$ cat src/rtl/dadd_pkg.sv
package dadd_pkg;
  localparam int DW = 4;
  typedef logic [DW-1:0] nibble_t;

  // Plain binary total of two nibbles and a carry.
  function automatic logic [DW:0] raw_add(nibble_t a, nibble_t b, logic c);
    return {1'b0, a} + {1'b0, b} + {{DW{1'b0}}, c};
  endfunction

  // Total left the decimal range: binary carry, or 1x1x / 11xx pattern.
  function automatic logic needs_fix(logic [DW:0] r);
    return r[4] | (r[3] & r[2]) | (r[3] & r[1]);
  endfunction

  // Wrap an over-range nibble back by adding six.
  function automatic nibble_t apply_fix(nibble_t s, logic f);
    return f ? s + nibble_t'(6) : s;
  endfunction

  // Nibble is not a legal decimal code.
  function automatic logic not_decimal(nibble_t d);
    return d[3] & (d[2] | d[1]);
  endfunction
endpackage

$ cat src/rtl/dadd_digit.sv
module dadd_digit
  import dadd_pkg::*;
(
  input  nibble_t    a,
  input  nibble_t    b,
  input  logic       cin,
  output nibble_t    sum,
  output logic       cout,
  output logic       bad,
  output logic [4:0] raw_total,
  output logic       fix_hit
);
  always_comb begin
    raw_total = raw_add(a, b, cin);
    fix_hit   = needs_fix(raw_total);
    sum       = apply_fix(raw_total[3:0], fix_hit);
    cout      = fix_hit;
    bad       = not_decimal(a) | not_decimal(b);
  end

  always_comb begin
    if (!bad) begin
      AST_DIGIT_RANGE: assert (sum <= 4'd9);
      AST_DIGIT_BALANCE: assert ({1'b0, sum} + (cout ? 5'd10 : 5'd0) == raw_total);
    end
  end
endmodule

$ cat src/rtl/dadd_chain.sv
module dadd_chain
  import dadd_pkg::*;
#(
  parameter int NDIG = 3,
  localparam int W = NDIG * DW
) (
  input  logic [W-1:0] a_in,
  input  logic [W-1:0] b_in,
  input  logic         cin,
  output logic [W-1:0] sum_out,
  output logic         cout,
  output logic         bad_any
);
  logic [NDIG:0]   carry_link;
  logic [NDIG-1:0] bad_vec;
  logic [NDIG-1:0] fix_vec;

  assign carry_link[0] = cin;

  for (genvar k = 0; k < NDIG; k++) begin : g_dig
    logic [4:0] raw_k;
    dadd_digit u_dig (
      .a        (a_in[k*DW +: DW]),
      .b        (b_in[k*DW +: DW]),
      .cin      (carry_link[k]),
      .sum      (sum_out[k*DW +: DW]),
      .cout     (carry_link[k+1]),
      .bad      (bad_vec[k]),
      .raw_total(raw_k),
      .fix_hit  (fix_vec[k])
    );
  end

  assign cout    = carry_link[NDIG];
  assign bad_any = |bad_vec;

  always_comb begin
    if (!bad_any) begin
      AST_CHAIN_TOP_CARRY: assert (cout == (sum_out[W-1 -: DW] < b_in[W-1 -: DW] ||
        (sum_out[W-1 -: DW] == b_in[W-1 -: DW] && (a_in[W-1 -: DW] != 0 || carry_link[NDIG-1]))));
    end
  end
endmodule

$ cat src/rtl/dadd_pipe.sv
module dadd_pipe
  import dadd_pkg::*;
#(
  parameter int NDIG = 3,
  localparam int W = NDIG * DW
) (
  input  logic         clk,
  input  logic         rst_n,
  input  logic         in_valid,
  input  logic [W-1:0] a_digits,
  input  logic [W-1:0] b_digits,
  input  logic         carry_in,
  output logic         out_valid,
  output logic [W-1:0] sum_digits,
  output logic         carry_out,
  output logic         bad_code
);
  logic [W-1:0] comb_sum;
  logic         comb_cout;
  logic         comb_bad;

  dadd_chain #(.NDIG(NDIG)) u_chain (
    .a_in   (a_digits),
    .b_in   (b_digits),
    .cin    (carry_in),
    .sum_out(comb_sum),
    .cout   (comb_cout),
    .bad_any(comb_bad)
  );

  always_ff @(posedge clk or negedge rst_n) begin
    if (!rst_n) begin
      out_valid  <= 1'b0;
      sum_digits <= '0;
      carry_out  <= 1'b0;
      bad_code   <= 1'b0;
    end else begin
      out_valid <= in_valid;
      if (in_valid) begin
        sum_digits <= comb_sum;
        carry_out  <= comb_cout;
        bad_code   <= comb_bad;
      end
    end
  end

  AST_VALID_FOLLOWS: assert property (@(posedge clk) disable iff (!rst_n)
    in_valid |=> out_valid);
  AST_VALID_DROPS: assert property (@(posedge clk) disable iff (!rst_n)
    !in_valid |=> !out_valid);
  AST_RESULT_HOLDS: assert property (@(posedge clk) disable iff (!rst_n)
    !in_valid |=> ($stable(sum_digits) && $stable(carry_out) && $stable(bad_code)));

  for (genvar k = 0; k < NDIG; k++) begin : g_chk
    AST_OUT_DECIMAL: assert property (@(posedge clk) disable iff (!rst_n)
      !bad_code |-> sum_digits[k*DW +: DW] <= 4'd9);
  end
endmodule

$ cat config.mk
export PLATFORM = sky130hd
export DESIGN_NAME = dadd_pipe
export DESIGN_NICKNAME = d
export VERILOG_FILES = /design/src/rtl/dadd_pkg.sv /design/src/rtl/dadd_digit.sv /design/src/rtl/dadd_chain.sv /design/src/rtl/dadd_pipe.sv
export SDC_FILE = /design/constraint.sdc
export NUM_CORES = 1
export LEC_CHECK = 0
export ABC_AREA = 1
export BUFFER_PORTS_ARGS = -buffer_cell sky130_fd_sc_hd__buf_2
export CORE_MARGIN = 8
export CORE_UTILIZATION = 45
export DETAILED_ROUTE_END_ITERATION = 16
export GPL_TIMING_DRIVEN = 0
export PLACE_DENSITY = 0.69
export SLEW_MARGIN = 20
export SYNTH_ARGS = -nofsm -noshare
export SYNTH_HDL_FRONTEND = slang
export SYNTH_SLANG_ARGS = --single-unit
$ cat constraint.sdc
create_clock -name clk -period 1.4 [get_ports clk]
set_input_delay 0 -clock clk [delete_from_list [all_inputs] [get_ports clk]]
set_output_delay 0 -clock clk [all_outputs]
set_load 0.005 [all_outputs]
==> impl_results.md <==
- Peak VDD IR: 0.449 mV
- Drt drc: 0
- Ys Warns: 0
- Post-synth EDFFs: 0
- Initial Util: 45.9%
- CTS tree: built
- Top post-synthesis cells by count: nand2_1 (54), inv_1 (31), nand3_1 (27), dfrtp_1 (15), ha_1 (12)
- CTS root buffer: clkbuf_4
- Post-layout util: 62.9%
- Syn Nets: 233
- First-pass GRT wire length: 5950 um
- Synth top area share: 27.4%
- Height of the chip: 71.1 um
- Die area: 5060 um2
- Startpoint types: input pin
- Num rows: 20
- Max-slew violation count: 0
- Fillers: 277
- Detailed Route Iter0 Violations: 64
- Total track usage: 14.0%
- Async S/R FF share, synth: 100%
- Gp weighted congestion: 0.760
- Fraction of layout cells with a size suffix above 1: 41.0%
- Post-synthesis cell type count: 23
- Final #Nets: 298
- WP data arrival: 3.71 ns
- Syn Area/Cell: 7.31 um2
- Routed Antenna Nets: 0
- Pin count of the biggest net entering global routing: 16
- Hold slack: 0.109 ns
- Vias per inst: 5.00
- Critical Path End Type: flop
- Inserted Diodes: 0
- Slowest stage delay, CP: 0.58 ns
- Worst Tran Pin Value: 0.340 ns
- Slowest-stage cell, CP: fa_2
- Drt first pass iters: 4
- Port bufs: 42
- Pwr Density: 996 nW/um2
- Sequential area share after synthesis: 27.4%
- Placed cell count: 262
- Fmax: 284 MHz
- Synth Flop Type: dfrtp_1
- GRT overflow: 0
- Antenna violations before repair: 0
- Kind of critical path: in -> reg
- Worst path required time: 1.59 ns
- RSZ-0062 raised after global routing: yes
- Synth area leaders: dfrtp_1 (27%), nand2_1 (15%), ha_1 (11%), nand3_1 (9.9%), fa_1 (8.8%)
- Peak fanout along the critical path: 3
- Final Hold Viols: 0
- Cell area after synthesis: 1370 um2
- Tightest Hold Check Type: in -> reg
- Yosys top cell by area: dfrtp_1
- Most common cell in the synthesized netlist: nand2_1
- Vias in the first global route: 1436
- Failing checks: setup timing
- Die width: 71.1 um
- Vias: 1421
- Clock Pin Slew Worst Setup and Hold Paths: 0.09 ns
- Max_slew headroom: 77.3%
- Final Cycle Share: 251%
- Leak: 0.00105 uW
- H-tree levels: 1
- Clock Path Buffers: 2
- Clock Skew: 0 ns
- DRT Wirelength: 3510 um
- Outcome: finished, violations left
- Post-Layout Cell Count: 284
- Placeable Area: 2980 um2
- TritonCTS Sinks: 15
- Max-cap violations: 0
- Dpl hpwl: 2660 um
- Clk Latency, worst-skew pair: 0.28 ns
- Synthesized flop and latch total: 15
- Mapped Cells: 187
- WL/cell: 12.3 um
- Setup violators final: 12
- Min cycle time layout: 3.52 ns
- Final worst slack: -2.12 ns
- P&R area growth vs syn: 36.9%
- CTS Buf Count: 3
- IO Pins: 43
[per-layer routing]
metal | wire, um | global-route usage (%)
met5 | 0 | 0
met4 | 11 | 2.08
met1 | 1540 | 15.8
met2 | 1850 | 26.7
met3 | 104 | 2.68
[flip-flops by register name, summed over array words and instances, names as in the netlist]
name,count
carry_out,1
out_valid,1
bad_code,1
sum_digits,12
[repair_timing]
action | 4_1_cts | 5_1_grt
pin swaps | 19 | 6
endpoints found under the setup margin | 10 | 12
endpoints found under the hold margin | 16 | 0
gates resized for setup | 9 | 9
buffers inserted | 11 | 5
hold buffers | 2 | 0
[layout by cell type (no fill, tap or decap)]
master and instances:
o22a_1 1, inv_2 13, nor2_1 2, inv_1 21, nand3_2 1, clkbuf_1 2, a31oi_1 1, fa_2 6
nand2_1 50, buf_4 13, buf_2 42, a21oi_1 4, ha_4 1, nand4_1 1, buf_6 5, o211ai_1 3
nand3_1 27, nand2_2 9, clkbuf_4 3, ha_1 9, o21ai_1 2, dlygate4sd3_1 2, nand3_4 2, a21oi_2 2
nand2_4 3, o21bai_1 1, ha_2 2, dfrtp_1 15, o21ai_0 7, inv_8 1
[kinds of logic after synthesis]
| group | after synthesis | synth area share (%) |
|---|---|---|
| flops | 15 | 27.4 |
| fa+ha+maj | 18 | 19.8 |
| compound gates | 21 | 9.33 |
| simple gates | 95 | 32.8 |
| buf+inv | 38 | 10.6 |
[power by group]
| part | internal [uW] | leakage [uW] | switching, uW |
|---|---|---|---|
| Combinational | 494 | 0.000856 | 529 |
| Clock | 111 | 0.0000150 | 148 |
| Sequential | 532 | 0.000177 | 49.6 |
| Total | 1140 | 0.00105 | 727 |
[path summary, 6_finish.rpt]
check	end	cells past startpoint	slack, ns	startpoint
setup / recovery	sum_digits[11]	25	-2.12	b_digits[0]
hold / removal	bad_code	4	0.11	b_digits[6]
setup reg to reg	bad_code	1	0.70	bad_code
hold reg to reg	sum_digits[10]	2	0.47	sum_digits[10]
max in group asynchronous	bad_code	2	1.02	rst_n
min in group asynchronous	sum_digits[10]	2	0.13	rst_n
[worst max-delay path, delay by kind of cell]
kind                       cells  cell delay, ns
buffers and inverters          7            0.36
AOI/OAI and AO/OA              1            0.10
adders and majority gates      7            2.51
and+or+nand+nor               10            0.72
[metrics by stage]
step | total power (uW) | worst slack [ns] | area [um2] | TNS, ns
2_1_floorplan | 1140 | -2.23 | 1410 | -14.62
3_3_place_gp | 1400 | -2.59 | 1660 | -18.06
3_5_place_dp | 1410 | -2.60 | 1660 | -18.20
4_1_cts | 1780 | -2.02 | 1810 | -12.89
5_1_grt | 2020 | -2.31 | 1870 | -15.44
6_report | 1860 | -2.12 | 1870 | -13.97
[layout make-up]
| type | count | area [um2] | share of cell area, % |
|---|---|---|---|
| repair buffers | 60 | 374 | 20.0 |
| well taps | 33 | 41.3 | 2.21 |
| inverters | 35 | 139 | 7.42 |
| flip-flops and latches | 15 | 375 | 20.1 |
| multi-input cells | 134 | 902 | 48.2 |
| clock buffers | 4 | 26.3 | 1.40 |
| plain buffers | 3 | 13.8 | 0.735 |
Note: power is estimated with default switching activity, not from simulation.
